**src/rtl/ratio_divider_pkg.sv**
```systemverilog
package ratio_divider_pkg;
    // Default width of the ratio word and the smallest usable ratio
    localparam int RATIO_W_DEF   = 15;
    localparam int MIN_RATIO_DEF = 17;
endpackage

```
**src/rtl/ratio_hold.sv**
```systemverilog
// Front/back ratio registers. Front captures writes at any time; back copies
// the front value (raised to the minimum) only on the transfer strobe.
module ratio_hold #(
    parameter int W   = ratio_divider_pkg::RATIO_W_DEF,
    parameter int MIN = ratio_divider_pkg::MIN_RATIO_DEF
) (
    input  logic         clk,
    input  logic         rst_n,
    input  logic         wr_en,
    input  logic [W-1:0] wr_ratio,
    input  logic         xfer,
    output logic [W-1:0] active_ratio
);
    localparam logic [W-1:0] MIN_V = W'(MIN);

    typedef struct packed {
        logic [W-1:0] front;
        logic [W-1:0] back;
    } hold_t;

    hold_t st_d, st_q;
    logic [W-1:0] front_floor;

    always_comb begin
        st_d        = st_q;
        front_floor = (st_q.front < MIN_V) ? MIN_V : st_q.front;
        if (wr_en) begin
            st_d.front = wr_ratio;
        end
        if (xfer) begin
            st_d.back = front_floor;
        end
    end

    always_ff @(posedge clk) begin
        if (!rst_n) begin
            st_q.front <= MIN_V;
            st_q.back  <= MIN_V;
        end else begin
            st_q <= st_d;
        end
    end

    assign active_ratio = st_q.back;

    AST_BACK_ONLY_ON_XFER: assert property (@(posedge clk) disable iff (!rst_n)
        !xfer |=> $stable(active_ratio));
    AST_BACK_FLOOR: assert property (@(posedge clk) disable iff (!rst_n)
        active_ratio >= MIN_V);
endmodule

```
**src/rtl/ratio_counter.sv**
```systemverilog
// Presettable down counter with terminal-count detect and the transfer
// strobe that follows each terminal count by one cycle.
module ratio_counter #(
    parameter int W   = ratio_divider_pkg::RATIO_W_DEF,
    parameter int MIN = ratio_divider_pkg::MIN_RATIO_DEF
) (
    input  logic         clk,
    input  logic         rst_n,
    input  logic [W-1:0] reload_ratio,
    output logic         tc,
    output logic         xfer
);
    localparam logic [W-1:0] START_V = W'(MIN - 1);

    typedef struct packed {
        logic [W-1:0] cnt;
        logic         xfer;
    } cnt_t;

    cnt_t st_d, st_q;
    logic at_zero;

    always_comb begin
        st_d    = st_q;
        at_zero = (st_q.cnt == '0);
        if (at_zero) begin
            st_d.cnt = reload_ratio - 1'b1;
        end else begin
            st_d.cnt = st_q.cnt - 1'b1;
        end
        st_d.xfer = at_zero;
    end

    always_ff @(posedge clk) begin
        if (!rst_n) begin
            st_q.cnt  <= START_V;
            st_q.xfer <= 1'b0;
        end else begin
            st_q <= st_d;
        end
    end

    assign tc   = at_zero && rst_n;
    assign xfer = st_q.xfer;

    AST_TC_SINGLE: assert property (@(posedge clk) disable iff (!rst_n)
        tc |=> !tc);
    AST_XFER_AFTER_TC: assert property (@(posedge clk) disable iff (!rst_n)
        xfer |-> $past(tc));
endmodule

```
**src/rtl/half_rate.sv**
```systemverilog
// Toggle flop: terminal-count rate divided by two.
module half_rate (
    input  logic clk,
    input  logic rst_n,
    input  logic tc,
    output logic half
);
    typedef struct packed {
        logic tog;
    } half_t;

    half_t st_d, st_q;

    always_comb begin
        st_d = st_q;
        if (tc) begin
            st_d.tog = ~st_q.tog;
        end
    end

    always_ff @(posedge clk) begin
        if (!rst_n) begin
            st_q.tog <= 1'b0;
        end else begin
            st_q <= st_d;
        end
    end

    assign half = st_q.tog;
endmodule

```
**src/rtl/ratio_divider.sv**
```systemverilog
module ratio_divider #(
    parameter int W   = ratio_divider_pkg::RATIO_W_DEF,
    parameter int MIN = ratio_divider_pkg::MIN_RATIO_DEF
) (
    input  logic         clk,
    input  logic         rst_n,
    input  logic         wr_en,
    input  logic [W-1:0] wr_ratio,
    output logic         tc_pulse,
    output logic         tc_half
);
    logic [W-1:0] active_ratio;
    logic         xfer;

    ratio_hold #(.W(W), .MIN(MIN)) u_hold (
        .clk          (clk),
        .rst_n        (rst_n),
        .wr_en        (wr_en),
        .wr_ratio     (wr_ratio),
        .xfer         (xfer),
        .active_ratio (active_ratio)
    );

    ratio_counter #(.W(W), .MIN(MIN)) u_cnt (
        .clk          (clk),
        .rst_n        (rst_n),
        .reload_ratio (active_ratio),
        .tc           (tc_pulse),
        .xfer         (xfer)
    );

    half_rate u_half (
        .clk   (clk),
        .rst_n (rst_n),
        .tc    (tc_pulse),
        .half  (tc_half)
    );

    AST_HALF_FLIPS: assert property (@(posedge clk) disable iff (!rst_n)
        tc_pulse |=> (tc_half != $past(tc_half)));
    AST_HALF_HOLDS: assert property (@(posedge clk) disable iff (!rst_n)
        !tc_pulse |=> $stable(tc_half));
    AST_RESET_QUIET: assert property (@(posedge clk)
        !rst_n |-> (!tc_pulse && !tc_half));
endmodule

```
**config.mk**
```make
export PLATFORM = sky130hd
export DESIGN_NAME = ratio_divider
export DESIGN_NICKNAME = d
export VERILOG_FILES = /design/src/rtl/ratio_divider_pkg.sv /design/src/rtl/ratio_hold.sv /design/src/rtl/ratio_counter.sv /design/src/rtl/half_rate.sv /design/src/rtl/ratio_divider.sv
export SDC_FILE = /design/constraint.sdc
export NUM_CORES = 1
export LEC_CHECK = 0
export ABC_AREA = 1
export BUFFER_PORTS_ARGS = -buffer_cell sky130_fd_sc_hd__buf_2
export CAP_MARGIN = 25
export CORE_ASPECT_RATIO = 0.75
export CORE_UTILIZATION = 55
export CTS_CLUSTER_SIZE = 30
export DETAILED_ROUTE_END_ITERATION = 6
export HOLD_SLACK_MARGIN = 0.08
export PLACE_DENSITY = 0.83
export SYNTH_ARGS = -nofsm -noshare
export SYNTH_HDL_FRONTEND = slang
export SYNTH_HIERARCHICAL = 1
export SYNTH_SLANG_ARGS = --single-unit
```
**constraint.sdc**
```tcl
create_clock -name clk -period 4.05 [get_ports clk]
set_input_delay 0.6075 -clock clk [delete_from_list [all_inputs] [get_ports clk]]
set_output_delay 0.6075 -clock clk [all_outputs]
set_load 0.005 [all_outputs]
```
==> impl_metrics.py, run 1 <==
metrics = {
    "sta": {
        "max_freq_mhz": 421,
        "fin_worst_skew_ns": 0.00591,
        "slew_headroom": 0.510,
        "slew_viol_final": 0,
        "setup_violations": 0,
        "period_share": 0.586,
        "rsz0062_at_grt": "no",
        "setup_slack_ns": 1.68,
        "hold_violations": 0,
        "tns_ns": 0,
        "fin_crit_ns": 2.37,
        "tightest_slew_ns": 0.733,
    },
    "clock_network": {
        "cts-hold-fix-buffers": 0,
        "clk_pin_slew_ns": 0.08,
        "clockBufferDepth": 2,
        "clock_latency_ns": 0.30,
        "cts_made_buffers": 5,
        "clock-sinks": 47,
        "post_cts_buffers": 0,
        "htreeDepth": 2,
        "ctsResizeCount": 0,
        "root_buffer": "clkbuf_8",
        "tritoncts": "yes",
    },
    "yosys": {
        "synthCells": 338,
        "ys_seq_elements": 47,
        "synth_edf_count": 0,
        "async_flop_share": 0,
        "synth_largest_area_cell": "dfxtp_1",
        "ys_types": 28,
        "synth_ff_type": "dfxtp_1",
        "synthesis.area_um2": 2460,
        "netlist.area_leader.share": 0.383,
        "synth-warning-count": 6,
        "seq_area_frac_synth": 0.383,
        "syn_nets": 357,
        "synth_area_leaders": "dfxtp_1 (38%), nor2_1 (9.0%), nand2_1 (7.9%), o21ai_0 (5.9%), a21oi_1 (5.5%)",
        "avgSynthCellArea_um2": 7.27,
    },
    "worst_setup_path": {
        "worstSetupPathType": "primary input to output port",
        "rr_worst_depth": 13,
        "worst_setup_path_start_kind": "primary input",
        "worstPathRequired_ns": 3.44,
        "endpoint_kind": "output port",
        "crit_arrival_ns": 1.77,
        "crit_fanout": 40,
    },
    "hold_path": {
        "holdPathStages": 2,
        "hold_path_class": "flop to flop",
    },
    "pwr": {
        "pwr_density_cell_nw_per_um2": 685,
        "pwr-share-clk": 0.195,
        "power_leakage_nw": 1.19,
        "pwr-share-comb": 0.457,
        "internal-power_mw": 0.971,
        "peakVddDrop_mv": 0.379,
        "pwr-share-seq": 0.348,
        "swShare": 0.436,
        "switching_power_mw": 0.751,
    },
    "floorplanning": {
        "rows": 20,
        "ioPinCount": 20,
        "die_w_um": 79.2,
        "die_area_um2": 4740,
        "start_util": 0.592,
        "dieHeight_um": 59.9,
        "placeableCoreArea_um2": 4150,
    },
    "run": {
        "maxCapViolCount": 0,
    },
    "detailed_routing": {
        "drt-vias-per-instance": 5.15,
        "wl_per_cell_um": 12.1,
        "wl_um": 4730,
        "first_iter_violations": 95,
        "route.detailed.drc": 0,
        "drtAntennaViolNets": 0,
        "dr.pass1.iters": 4,
        "num_vias": 2019,
    },
    "layout": {
        "n_antenna_cell": 0,
        "syn2layout_area_growth_pct": 2.24,
        "final_nets": 356,
        "design_area_um2": 2510,
        "drive_above_1_share": 0.181,
    },
    "place": {
        "dp_slack_ns": 1.68,
        "placement.io_buffers": 19,
        "place_area_um2": 2410,
        "place_hpwl_um": 3440,
        "place.gp.congestion": 0.884,
    },
    "grt": {
        "grt_overflow": 0,
        "antenna_found_initial": 0,
        "grt_max_degree": 41,
        "grt_pass1_wl_um": 8120,
        "grtUsageTotal": 0.226,
        "first_global_vias": 1802,
    },
    "status": {
        "status": "finished clean",
    },
}
-- state kept, by name, summed over array words and instances, names as in the netlist --
signal / count
u_cnt/xfer: 1
u_hold/active_ratio: 15
u_hold/st_q: 15
u_cnt/st_q: 15
u_half/half: 1
-- area by class of cell --
cell class	instances	area [um^2]
clock inverter	2	37.5
fill	392	1640
timing repair buffer	19	95.1
multi-input combinational	230	1170
tap	55	68.8
clock buffer	5	68.8
sequential	47	941
inverter	34	128
-- layout by cell type (no fill, tap or decap), drive strengths merged, types with 2 or more instances in the layout --
master,synthesis,final
buf,26,19
inv,34,34
nand3,24,24
a21oi,27,27
clkbuf,1,5
o21bai,2,2
dfxtp,47,47
nand3b,3,3
nand2,63,63
nor2,72,72
o21ai,34,34
-- critical path: stages --
cell,delay (ns)
buf_2,0.48
inv_1,0.29
nor2_1,0.24
buf_2,0.15
-- power by group through the flow --
stage / clock, mW / sequential (mW) / combinational, mW
2_1_floorplan: 0 / 0.590 / 0.713
3_3_place_gp: 0 / 0.606 / 0.762
3_5_place_dp: 0 / 0.609 / 0.779
4_1_cts: 0.344 / 0.599 / 0.785
5_1_grt: 0.363 / 0.613 / 0.878
6_report: 0.336 / 0.599 / 0.787
-- cell families (layout without fill, tap and decap cells) --
kind of cell / after synthesis / in the layout / share of synthesized area
flops: 47 / 47 / 0.383
simple gates: 164 / 164 / 0.325
buf+inv: 61 / 60 / 0.140
fa+ha+maj: 1 / 1 / 0.00509
compound gates: 65 / 65 / 0.148
-- synthesized netlist by cell type, drive strengths merged, types with 2 or more instances --
cell type / instances
nor2: 72
nand2: 63
dfxtp: 47
inv: 34
o21ai: 34
a21oi: 27
buf: 26
nand3: 24
nand3b: 3
o21bai: 2
-- per-stage QoR --
stage | util | power, mW | std cells | hold slack [ns]
3_5_place_dp | 0.579 | 1.39 | 385 | 0.452
6_report | 0.605 | 1.72 | 392 | 0.476
3_3_place_gp | 0.579 | 1.37 | 385 | 0.453
4_1_cts | 0.605 | 1.73 | 392 | 0.475
5_1_grt | 0.605 | 1.85 | 392 | 0.523
2_1_floorplan | - | 1.30 | 338 | 0.437
-- path summary, 6_finish.rpt --
| check | from | slack [ns] | end |
|---|---|---|---|
| worst min-delay path | u_hold/active_ratio[4] | 0.48 | u_hold/active_ratio[4] |
| worst min register to register | u_hold/active_ratio[4] | 0.48 | u_hold/active_ratio[4] |
| worst max register to register | u_cnt/st_q[10] | 1.84 | u_cnt/st_q[13] |
| worst max-delay path | rst_n | 1.68 | tc_pulse |
-- metal layers --
metal,track usage,part of all wire
met5,0,0
met4,0.0727,0.016
met3,0.0595,0.052
met2,0.360,0.44
met1,0.302,0.49
No activity file was read; power rests on OpenSTA's default activity.
==> run 2, diff against run 1 <==
--- a/config.mk
+++ b/config.mk
@@ -9,11 +9,11 @@
 export BUFFER_PORTS_ARGS = -buffer_cell sky130_fd_sc_hd__buf_2
 export CAP_MARGIN = 25
 export CORE_ASPECT_RATIO = 0.75
-export CORE_UTILIZATION = 55
+export CORE_UTILIZATION = 53
 export CTS_CLUSTER_SIZE = 30
 export DETAILED_ROUTE_END_ITERATION = 6
 export HOLD_SLACK_MARGIN = 0.08
-export PLACE_DENSITY = 0.83
+export PLACE_DENSITY = 0.84
 export SYNTH_ARGS = -nofsm -noshare
 export SYNTH_HDL_FRONTEND = slang
 export SYNTH_HIERARCHICAL = 1
==> constraint.sdc (replaced) <==
create_clock -name clk -period 2.1 [get_ports clk]
set_input_delay 0.315 -clock clk [delete_from_list [all_inputs] [get_ports clk]]
set_output_delay 0.315 -clock clk [all_outputs]
set_load 0.005 [all_outputs]
==> run 2 against run 1 <==
Net effect: critical path depth up 9; via count up 6.0%; sequential share of layout area down 1.9 points; clock-buffer cell count up 1; core utilization down 1.3 points; wire length up 9.8%; register-to-register slack worse by 1.7 ns; combinational power up 130%; die area up 3.7%; clock skew up 0.00061 ns; hold slack worse by 0.25 ns.
==> impl_metrics.py, run 2 (synthesized netlist as in run 1, its figures left out) <==
metrics = {
    "place": {
        "dp_cells": 390,
        "dp_slack_ns": 0.0512,
        "placement.io_buffers": 19,
        "place_hpwl_um": 3630,
        "place.gp.congestion": 0.878,
    },
    "worst_setup_path": {
        "crit_arrival_ns": 2.17,
        "worst_setup_path_start_kind": "flop",
        "crit_fanout": 10,
        "endpoint_kind": "flop",
        "worstPathRequired_ns": 2.31,
        "worstSetupPathType": "flop to flop",
    },
    "grt": {
        "grtUsageTotal": 0.228,
        "first_global_vias": 1803,
        "grt_pass1_wl_um": 8290,
        "antenna_found_initial": 0,
        "grt_overflow": 0,
        "grt_max_degree": 40,
    },
    "sta": {
        "tightest_slew_ns": 0.565,
        "fin_crit_ns": 1.97,
        "period_share": 0.938,
        "slew_viol_final": 0,
        "fin_worst_skew_ns": 0.00652,
        "hold_violations": 0,
        "max_freq_mhz": 508,
        "setup_slack_ns": 0.131,
        "slew_headroom": 0.623,
        "setup_violations": 0,
        "whs_ns": 0.223,
        "tns_ns": 0,
    },
    "layout": {
        "layoutNonFillerInstCount": 409,
        "n_antenna_cell": 0,
        "final_nets": 370,
        "layout_common_cells": "nor2_1 (57), nand2_1 (52), dfxtp_1 (47)",
        "final_common_cell": "nor2_1",
        "drive_above_1_share": 0.222,
        "syn2layout_area_growth_pct": 7.64,
        "finalCoreUtilization": 0.592,
    },
    "detailed_routing": {
        "wl_um": 5190,
        "first_iter_violations": 143,
        "drt-vias-per-instance": 5.23,
        "dr.pass1.iters": 4,
        "wl_per_cell_um": 12.7,
        "num_vias": 2140,
        "drtAntennaViolNets": 0,
        "route.detailed.drc": 0,
    },
    "floorplanning": {
        "die_w_um": 80.6,
        "start_util": 0.550,
        "placeableCoreArea_um2": 4470,
        "ioPinCount": 20,
        "dieHeight_um": 61.0,
        "die_area_um2": 4920,
        "rows": 21,
    },
    "clock_network": {
        "clock-sinks": 47,
        "htreeDepth": 2,
        "clockBufferDepth": 2,
        "clock_latency_ns": 0.30,
        "cts-hold-fix-buffers": 0,
        "root_buffer": "clkbuf_8",
        "tritoncts": "yes",
        "clk_pin_slew_ns": 0.09,
        "cts_made_buffers": 5,
    },
    "pwr": {
        "pwr_density_cell_nw_per_um2": 1390,
        "power_leakage_nw": 1.27,
        "peakVddDrop_mv": 0.730,
    },
    "status": {
        "status": "finished clean",
    },
    "hold_path": {
        "hold_path_class": "primary input to flop",
    },
    "run": {
        "maxCapViolCount": 0,
    },
}
## run 2: final timing paths
path	cells after the start	from	slack [ns]	endpoint
worst max register to register	13	u_cnt/st_q[14]	0.13	u_cnt/st_q[13]
worst min register to register	2	u_hold/st_q[29]	0.48	u_hold/active_ratio[14]
worst min-delay path	3	wr_ratio[4]	0.22	u_hold/st_q[19]
worst max-delay path	13	u_cnt/st_q[14]	0.13	u_cnt/st_q[13]
## run 2: routing by layer
metal,track usage,vias to the layer above,share of wire
li1,-,1087,-
met1,0.317,979,0.48
met2,0.356,70,0.45
met3,0.0496,4,0.067
met4,0.0740,0,0.0085
met5,0,-,0
## run 2: worst max-delay path, stage by stage (launching register included)
cell and delay, ns:
dfxtp_1 0.33, nor2_1 0.15, nand2_2 0.11, nor2_8 0.20, nand3b_1 0.11, nand2_2 0.10, ha_1 0.19, nand3_2 0.12
nor2_4 0.14, inv_1 0.06, nor2_2 0.17, nand3_1 0.09, nand2_1 0.06, nor2_1 0.04
## run 2: what timing repair did
action,CTS,global route
resized for setup,0,3
endpoints found under the setup margin,0,6
setup buffers,0,11
hold endpoints to repair,0,0
## run 2: area by class of cell
class | count | area (um^2)
well taps | 57 | 71.3
clock buffers | 6 | 82.6
multi-input cells | 230 | 1180
fillers | 397 | 1820
inverters | 34 | 128
flip-flops and latches | 47 | 941
clock inverters | 2 | 38.8
repair buffers | 33 | 200
## run 2: through the flow
stage / instance area [um^2] / power [mW]
final: 2650 / 3.69
after floorplan: 2460 / 2.51
after CTS: 2550 / 3.36
after global routing: 2650 / 3.91
after detailed placement: 2430 / 2.65
after global placement: 2430 / 2.60
## run 2: where the power goes
group          internal (mW)  total, mW  switching, mW
Sequential              1.05       1.15         0.0968
Clock                  0.392      0.708          0.316
Combinational          0.697       1.83           1.13
Total                   2.14       3.69           1.54
